### src/rtl/vmx_pkg.sv
package vmx_pkg;
  parameter int WORD_W = 32;
  typedef logic [WORD_W-1:0] word_t;
  typedef struct packed {
    logic  fault;
    word_t pa;
  } xl_res_t;
endpackage

### src/rtl/vmx_ptb_reg.sv
module vmx_ptb_reg
  import vmx_pkg::*;
(
  input  logic  clk,
  input  logic  rst,
  input  logic  we,
  input  word_t wdata,
  input  logic  busy,
  output word_t base,
  output logic  err
);
  always_ff @(posedge clk) begin
    if (rst) begin
      base <= '0;
      err  <= 1'b0;
    end else begin
      err <= 1'b0;
      if (we) begin
        if (busy) err  <= 1'b1;
        else      base <= wdata;
      end
    end
  end


  base_hold_chk: assert property (@(posedge clk) disable iff (rst)
    (we && busy) |=> ($stable(base) && err));

  base_load_chk: assert property (@(posedge clk) disable iff (rst)
    (we && !busy) |=> (base == $past(wdata) && !err));
endmodule

### src/rtl/vmx_entry_check.sv
module vmx_entry_check
  import vmx_pkg::*;
#(
  parameter int PAGE_BITS = 12,
  parameter int PFN_W     = 20,
  parameter int VALID_BIT = 31,
  parameter logic [WORD_W:0] PHYS_SIZE = 33'h0_0100_0000
) (
  input  word_t   entry,
  input  word_t   va,
  output xl_res_t res
);
  localparam int PA_W = PFN_W + PAGE_BITS;
  localparam logic [WORD_W:0] PA_SPAN = (WORD_W+1)'(1) << PA_W;

  word_t pa;
  logic  over;
  logic  vld;

  assign vld = entry[VALID_BIT];
  assign pa  = word_t'({entry[PFN_W-1:0], va[PAGE_BITS-1:0]});

  generate
    if (PHYS_SIZE >= PA_SPAN) begin : g_nolimit
      assign over = 1'b0;
    end else begin : g_limit
      assign over = ({1'b0, pa} >= PHYS_SIZE);
    end
  endgenerate

  assign res.fault = !vld || over;
  assign res.pa    = pa;
endmodule

### src/rtl/vmx_walk.sv
module vmx_walk
  import vmx_pkg::*;
#(
  parameter int PAGE_BITS = 12
) (
  input  logic    clk,
  input  logic    rst,
  input  logic    req,
  input  word_t   va,
  input  word_t   base,
  input  logic    rvalid,
  input  xl_res_t res,
  output logic    busy,
  output logic    rd,
  output word_t   addr,
  output word_t   va_q,
  output logic    done,
  output logic    fault,
  output word_t   pa,
  output word_t   fault_va
);
  localparam int VPN_W = WORD_W - PAGE_BITS;

  logic [VPN_W-1:0] vpn;
  assign vpn = va[WORD_W-1:PAGE_BITS];

  always_ff @(posedge clk) begin
    if (rst) begin
      busy     <= 1'b0;
      rd       <= 1'b0;
      done     <= 1'b0;
      fault    <= 1'b0;
      addr     <= '0;
      va_q     <= '0;
      pa       <= '0;
      fault_va <= '0;
    end else begin
      rd   <= 1'b0;
      done <= 1'b0;
      if (!busy) begin
        if (req) begin
          busy <= 1'b1;
          rd   <= 1'b1;
          va_q <= va;
          addr <= base + word_t'({vpn, 2'b00});
        end
      end else if (rvalid) begin
        busy     <= 1'b0;
        done     <= 1'b1;
        fault    <= res.fault;
        pa       <= res.fault ? '0 : res.pa;
        fault_va <= va_q;
      end
    end
  end


  rd_after_accept_chk: assert property (@(posedge clk) disable iff (rst)
    (req && !busy) |=> (rd && busy));

  busy_release_chk: assert property (@(posedge clk) disable iff (rst)
    $fell(busy) |-> done);

  ignored_req_chk: assert property (@(posedge clk) disable iff (rst)
    busy |=> !rd);

  idle_rvalid_chk: assert property (@(posedge clk) disable iff (rst)
    !busy |=> !done);

  offset_keep_chk: assert property (@(posedge clk) disable iff (rst)
    (done && !fault) |-> (pa[PAGE_BITS-1:0] == fault_va[PAGE_BITS-1:0]));
endmodule

### src/rtl/vmx_translator.sv
module vmx_translator
  import vmx_pkg::*;
#(
  parameter int PAGE_BITS = 12,
  parameter int PFN_W     = 20,
  parameter int VALID_BIT = 31,
  parameter logic [WORD_W:0] PHYS_SIZE = 33'h0_0100_0000
) (
  input  logic        clk,
  input  logic        rst,
  input  logic        xl_req,
  input  logic [31:0] xl_va,
  output logic        xl_busy,
  output logic        xl_done,
  output logic        xl_fault,
  output logic [31:0] xl_pa,
  output logic [31:0] xl_fault_va,
  input  logic        ptb_we,
  input  logic [31:0] ptb_wdata,
  output logic        ptb_err,
  output logic        mem_rd,
  output logic [31:0] mem_addr,
  input  logic        mem_rvalid,
  input  logic [31:0] mem_rdata
);
  word_t   base;
  word_t   va_q;
  xl_res_t res;

  vmx_ptb_reg u_ptb (
    .clk(clk), .rst(rst), .we(ptb_we), .wdata(ptb_wdata),
    .busy(xl_busy), .base(base), .err(ptb_err)
  );

  vmx_entry_check #(
    .PAGE_BITS(PAGE_BITS), .PFN_W(PFN_W),
    .VALID_BIT(VALID_BIT), .PHYS_SIZE(PHYS_SIZE)
  ) u_chk (
    .entry(mem_rdata), .va(va_q), .res(res)
  );

  vmx_walk #(.PAGE_BITS(PAGE_BITS)) u_walk (
    .clk(clk), .rst(rst), .req(xl_req), .va(xl_va), .base(base),
    .rvalid(mem_rvalid), .res(res), .busy(xl_busy), .rd(mem_rd),
    .addr(mem_addr), .va_q(va_q), .done(xl_done), .fault(xl_fault),
    .pa(xl_pa), .fault_va(xl_fault_va)
  );
endmodule

### config.mk
export PLATFORM = sky130hd
export DESIGN_NAME = vmx_translator
export DESIGN_NICKNAME = d
export VERILOG_FILES = /design/src/rtl/vmx_pkg.sv /design/src/rtl/vmx_ptb_reg.sv /design/src/rtl/vmx_entry_check.sv /design/src/rtl/vmx_walk.sv /design/src/rtl/vmx_translator.sv
export SDC_FILE = /design/constraint.sdc
export NUM_CORES = 1
export LEC_CHECK = 0
export BUFFER_PORTS_ARGS = -buffer_cell sky130_fd_sc_hd__buf_4
export CORE_MARGIN = 5
export CORE_UTILIZATION = 45
export CTS_CLUSTER_DIAMETER = 40
export DETAILED_ROUTE_END_ITERATION = 6
export PLACE_DENSITY = 0.72
export RECOVER_POWER = 50
export SYNTH_ARGS = -nofsm -noshare
export SYNTH_HDL_FRONTEND = slang
export SYNTH_HIERARCHICAL = 1
export SYNTH_SLANG_ARGS = --single-unit
### constraint.sdc
create_clock -name clk -period 2.5 [get_ports clk]
set_input_delay 0.625 -clock clk [delete_from_list [all_inputs] [get_ports clk]]
set_output_delay 0.625 -clock clk [all_outputs]
set_load 0.05 [all_outputs]
==> impl_metrics.ini, run 1 <==
[drt]
vias_per_cell = 5.45
wl_per_cell_um = 16.7
firstDrtPassIters = 6
drt_iter0_markers = 457
ant_nets = 0
drc = 0
vias = 7510
wl_mm = 23.1

[timing]
whs_ns = 0.450
setup_viol = 0
hold_violations = 0
timing.fmax_mhz = 418
tightest_slew_ns = 1.61
min_period_ns = 2.39
slew-limit-headroom = -0.0761
slew_viol_final = 138
fin_crit_sh = 0.958
finalClockSkew_ns = 0.0125

[place]
gp_congestion = 0.916
io_buffers = 190
hpwl_mm = 16.7

[logic_synthesis]
ys_seq_elements = 165
yosysUniqueCellTypes = 63
synth_top_area_cell = dfxtp_1
syn_nets = 1087
synth_top_area_frac = 0.413
yosysWarnings = 6
postSynthCellCount = 965
async_flop_share = 0
synthesis.area_um2 = 8000
synth_flop_cell = dfxtp_1
seq_area_frac_synth = 0.413
synthTopCellsByArea = dfxtp_1, nand2_1, a21oi_1
syn_area_per_cell_um2 = 8.29
synth_edf_count = 0

[global_routing]
use_met2 = 0.340
antenna_found_initial = 0
grt_pass1_wl_mm = 36.1
grt-busiest-layer = met2
grt_max_degree = 101
track_usage = 0.219
gr-usage-met3 = 0.0616
met1_usage = 0.301
grt_pass1_vias = 7080
grt_overflow_total = 0

[setup_path]
crit_top_cell = o2111ai_4
critPathMaxStageDelay_ns = 0.37
path_cells = ha_1, inv_1, fa_1, and2b_2, o2111ai_4, a21oi_4, o2111ai_4, and4_1, a221o_1
critPathLaunchType = flop
crit_buf_inv = 1
setup.worst_path.class = reg -> reg
worst_ep_arrival_time_ns = 2.70
required_ns = 2.81
cp_slowest_cell = fa_1
cp_top_family = compound AO/OA/AOI/OAI gates
reg2reg_slack_ns = 0.11
cp_max_fo = 4
cp-end-kind = flop

[floorplan]
die_w_um = 143
die-area_um2 = 20500
coreArea_um2 = 17400
die_h_um = 143
start_util = 0.461
ioPinCount = 202
rows = 48

[clock_network]
htreeDepth = 4
clk_path_buf_depth = 2
cts_buffers = 17
clock_latency_ns = 0.42
cts_tree = done
clk_pin_slew_ns = 0.06
numClockSinks = 165
cts_hold_buffers = 0
root_buffer = clkbuf_16

[hold_path]
min_path_type = reg -> reg

[power]
vdd_drop_max_uv = 511
total_power_mw = 6.73
p_per_area_nw_per_um2 = 667
leakagePower_nw = 3.95

[finish]
antenna_cells = 0
final_nets = 1263
synthToLayoutAreaGrowth_pct = 26.3
drive_above_1_share = 0.239

[status]
status = finished with violations
failed_checks = capacitance limit, slew limit

[flow_run]
max-cap-violations = 2
==> worst min-delay path: stages (launching register included) <==
cell     delay (ns)
dfxtp_1        0.31
nand2_1        0.05
a21oi_1        0.05
==> synthesized netlist by cell type (all sizes together) (4+ instances only) <==
cell type	number
nand4	12
xnor2	4
nand2	210
o2111ai	4
nand3b	34
nand2b	34
and3	12
o211ai	4
ha	20
a211o	4
clkbuf	41
inv	7
a31oi	6
o311ai	5
nor2b	4
nor3	12
or3	8
buf	61
nor2	26
o21a	4
dfxtp	165
o21ai	49
a21o	8
nand4bb	32
and2	5
nand3	21
a21oi	132
==> logic make-up after synthesis <==
kind of cell / Yosys count / synth area share
fa+ha+maj: 21 / 0.0338
compound gates: 240 / 0.188
buf+inv: 109 / 0.0754
mux: 3 / 0.00375
xor+xnor: 4 / 0.00438
flops: 165 / 0.413
simple gates: 423 / 0.281
==> placed cells by master (no fill, tap or decap), types with 13 or more instances in the layout <==
master     instances
o21ai_2           31
nand4bb_1         32
dfxtp_1          164
ha_1              20
nor2_1            26
buf_4            196
nand3_1           21
clkbuf_1          61
a21oi_1          131
nand2b_1          33
clkbuf_16         17
o21ai_0           13
nand2_1          210
nand3b_1          34
==> registers in the layout, indices dropped and copies added, names as in the netlist <==
name / flops
u_ptb/base: 32
u_walk/addr: 32
u_walk/fault_va: 32
u_walk/pa: 32
u_walk/va_q: 32
u_ptb/err: 1
u_walk/busy: 1
u_walk/done: 1
u_walk/fault: 1
u_walk/rd: 1
==> final cells by class <==
class / count / area (µm²)
fillers: 1607 / 7260
repair buffers: 259 / 1710
well taps: 225 / 282
multi-input cells: 691 / 4150
clock inverters: 12 / 165
flip-flops and latches: 165 / 3300
inverters: 7 / 26.3
clock buffers: 20 / 457
==> worst paths after layout <==
path / end / from / depth (start not counted)
worst max-delay path: u_walk/addr[24] / u_ptb/base[2] / 9
worst min register to register: u_walk/pa[23] / u_walk/pa[23] / 2
worst max register to register: u_walk/addr[24] / u_ptb/base[2] / 9
worst min-delay path: u_walk/pa[23] / u_walk/pa[23] / 2
==> power breakdown <==
group	internal, mW	switching (mW)	leakage [nW]
Clock	1.65	1.11	0.300
Combinational	0.444	0.700	2.30
Sequential	2.75	0.0880	1.35
==> metal layers <==
| metal | vias to the layer above | routed length [µm] |
|---|---|---|
| li1 | 3715 | - |
| met1 | 3455 | 10400 |
| met2 | 307 | 10100 |
| met3 | 33 | 2120 |
| met4 | 0 | 445 |
| met5 | - | 0 |
==> timing repair <==
action / 4_1_cts / 5_1_grt
endpoints found under the setup margin: 1 / 6
setup buffers: 0 / 1
pin swaps: 0 / 3
gates resized for setup: 1 / 7
gates cloned: 0 / 0
==> stage by stage <==
stage          cells  cell area, µm²  setup TNS (ns)  worst slack, ns  utilization
6_report        1379           10100               0            0.105        0.582
5_1_grt         1379           10100        -0.00388         -0.00383        0.582
4_1_cts         1378           10300               0           0.0428        0.594
3_5_place_dp    1346            9680           -1.87           -0.304        0.558
3_3_place_gp    1346            9680           -1.57           -0.276        0.558
2_1_floorplan    965            8020               0          0.00409            -
No activity file was read; power rests on OpenSTA's default activity.
==> run 2, diff against run 1 <==
CORE_UTILIZATION = 48   (was 45)
PLACE_DENSITY = 0.76   (was 0.72)
==> impl_metrics.ini, run 2 (synthesized netlist as in run 1, its figures left out) <==
[status]
status = finished clean

[timing]
slew_viol_final = 0
whs_ns = 0.440
hold_violations = 0
slew-limit-headroom = 0.108
fin_crit_sh = 0.955
min_period_ns = 2.39
timing.fmax_mhz = 419
tightest_slew_ns = 1.34
setup_viol = 0
finalClockSkew_ns = 0.00722

[global_routing]
gr-usage-met3 = 0.0697
grt_overflow_total = 0
grt-busiest-layer = met2
use_met2 = 0.344
grt_max_degree = 85
antenna_found_initial = 0
grt_pass1_wl_mm = 35.4
grt_pass1_vias = 6909
met1_usage = 0.297
track_usage = 0.221

[floorplan]
start_util = 0.486
ioPinCount = 202
rows = 47
die-area_um2 = 19300
coreArea_um2 = 16500
die_w_um = 139
die_h_um = 139

[power]
vdd_drop_max_uv = 492
comb_power_share = 0.169
p_clk_frac = 0.408
p_per_area_nw_per_um2 = 669
leakagePower_nw = 3.90
p_switching_mw = 1.97
switching_share = 0.294
p_seq_frac = 0.423
internal_power_mw = 4.74

[flow_run]
max-cap-violations = 0

[setup_path]
cp_max_fo = 4
cp-end-kind = flop
crit_top_cell = o2111ai_4
critPathLaunchType = flop
required_ns = 2.82
path_cells = ha_1, inv_1, fa_1, and2b_2, o2111ai_4, a21oi_4, o2111ai_4, and4_1, a221o_1
cp_slowest_cell = fa_1
setup.worst_path.class = reg -> reg
critPathMaxStageDelay_ns = 0.37
worst_ep_arrival_time_ns = 2.71

[finish]
synthToLayoutAreaGrowth_pct = 25.3
layout.cells.most_common = nand2_1
final_nets = 1255
antenna_cells = 0
drive_above_1_share = 0.226
layout_common_cells = nand2_1, buf_4, dfxtp_1, a21oi_1, clkbuf_1
postLayoutCellArea_um2 = 10000

[drt]
vias = 7436
firstDrtPassIters = 4
vias_per_cell = 5.44
wl_per_cell_um = 16.3
wl_mm = 22.3
drt_iter0_markers = 566
drc = 0
ant_nets = 0

[clock_network]
root_buffer = clkbuf_16
cts_buffers = 17
cts_tree = done
cts_setup_buffers = 0
clk_path_buf_depth = 2
htreeDepth = 4
cts_hold_buffers = 0
clock_latency_ns = 0.43
clk_pin_slew_ns = 0.07
numClockSinks = 165

[hold_path]
min_path_type = in -> reg

[place]
placed_cell_area_um2 = 9650
hpwl_mm = 16.2
gp_congestion = 0.912
io_buffers = 190
run 2: cell count changes in the layout (fill, tap and decap cells not counted), moves of 2 or more:
cell and change:
inv_8 +4, buf_12 +2, inv_6 -2, buf_4 -8, clkbuf_1 -3, o21ai_0 +13, o21ai_2 -14
run 2: timing repair:
| action | CTS | global route |
|---|---|---|
| endpoints found under the setup margin | 0 | 6 |
| gates resized for setup | 0 | 9 |
| hold endpoints to repair | 0 | 0 |
run 2: area by class of cell:
cell class                 instances  area, µm²
inverter                           7       26.3
fill                            1601       6440
timing repair buffer             251       1690
clock buffer                      18        439
tap                              220        275
multi-input combinational        691       4110
clock inverter                    14        181
sequential                       165       3300
run 2: metal layers:
layer	share of wire	vias up
li1	-	3700
met5	0	-
met4	0.019	0
met3	0.071	33
met2	0.45	252
met1	0.46	3451
run 2: final timing paths:
kind	startpoint	end	slack, ns	cells past startpoint
min reg2reg	u_walk/va_q[12]	u_walk/fault_va[12]	0.45	2
min	xl_va[9]	u_walk/va_q[9]	0.44	3
max	u_ptb/base[2]	u_walk/addr[24]	0.11	9
max reg2reg	u_ptb/base[2]	u_walk/addr[24]	0.11	9
run 2: worst max-delay path: cells and delay by family, from the launching register on:
| family | cells | cell delay (ns) |
|---|---|---|
| simple gates | 2 | 0.50 |
| compound gates | 4 | 0.83 |
| buf+inv | 1 | 0.06 |
| flops | 1 | 0.36 |
| fa+ha+maj | 2 | 0.54 |
run 2: per-stage QoR:
step | worst slack, ns | TNS, ns | power [mW] | util | instances
floorplan | 0.00409 | 0 | 3.62 | - | 965
finish | 0.112 | 0 | 6.70 | 0.609 | 1366
global placement | -0.264 | -1.36 | 4.03 | 0.586 | 1334
detailed placement | -0.278 | -1.80 | 4.05 | 0.586 | 1334
CTS | 0.0288 | 0 | 6.79 | 0.624 | 1366
global route | -0.0107 | -0.0137 | 6.98 | 0.609 | 1366
run 2: power groups by stage:
| stage | Clock, mW | Combinational, mW | Sequential (mW) |
|---|---|---|---|
| global placement | 0 | 1.14 | 2.89 |
| floorplan | 0 | 0.567 | 3.05 |
| detailed placement | 0 | 1.15 | 2.89 |
| global route | 2.91 | 1.22 | 2.85 |
| finish | 2.74 | 1.13 | 2.83 |
| CTS | 2.79 | 1.16 | 2.83 |
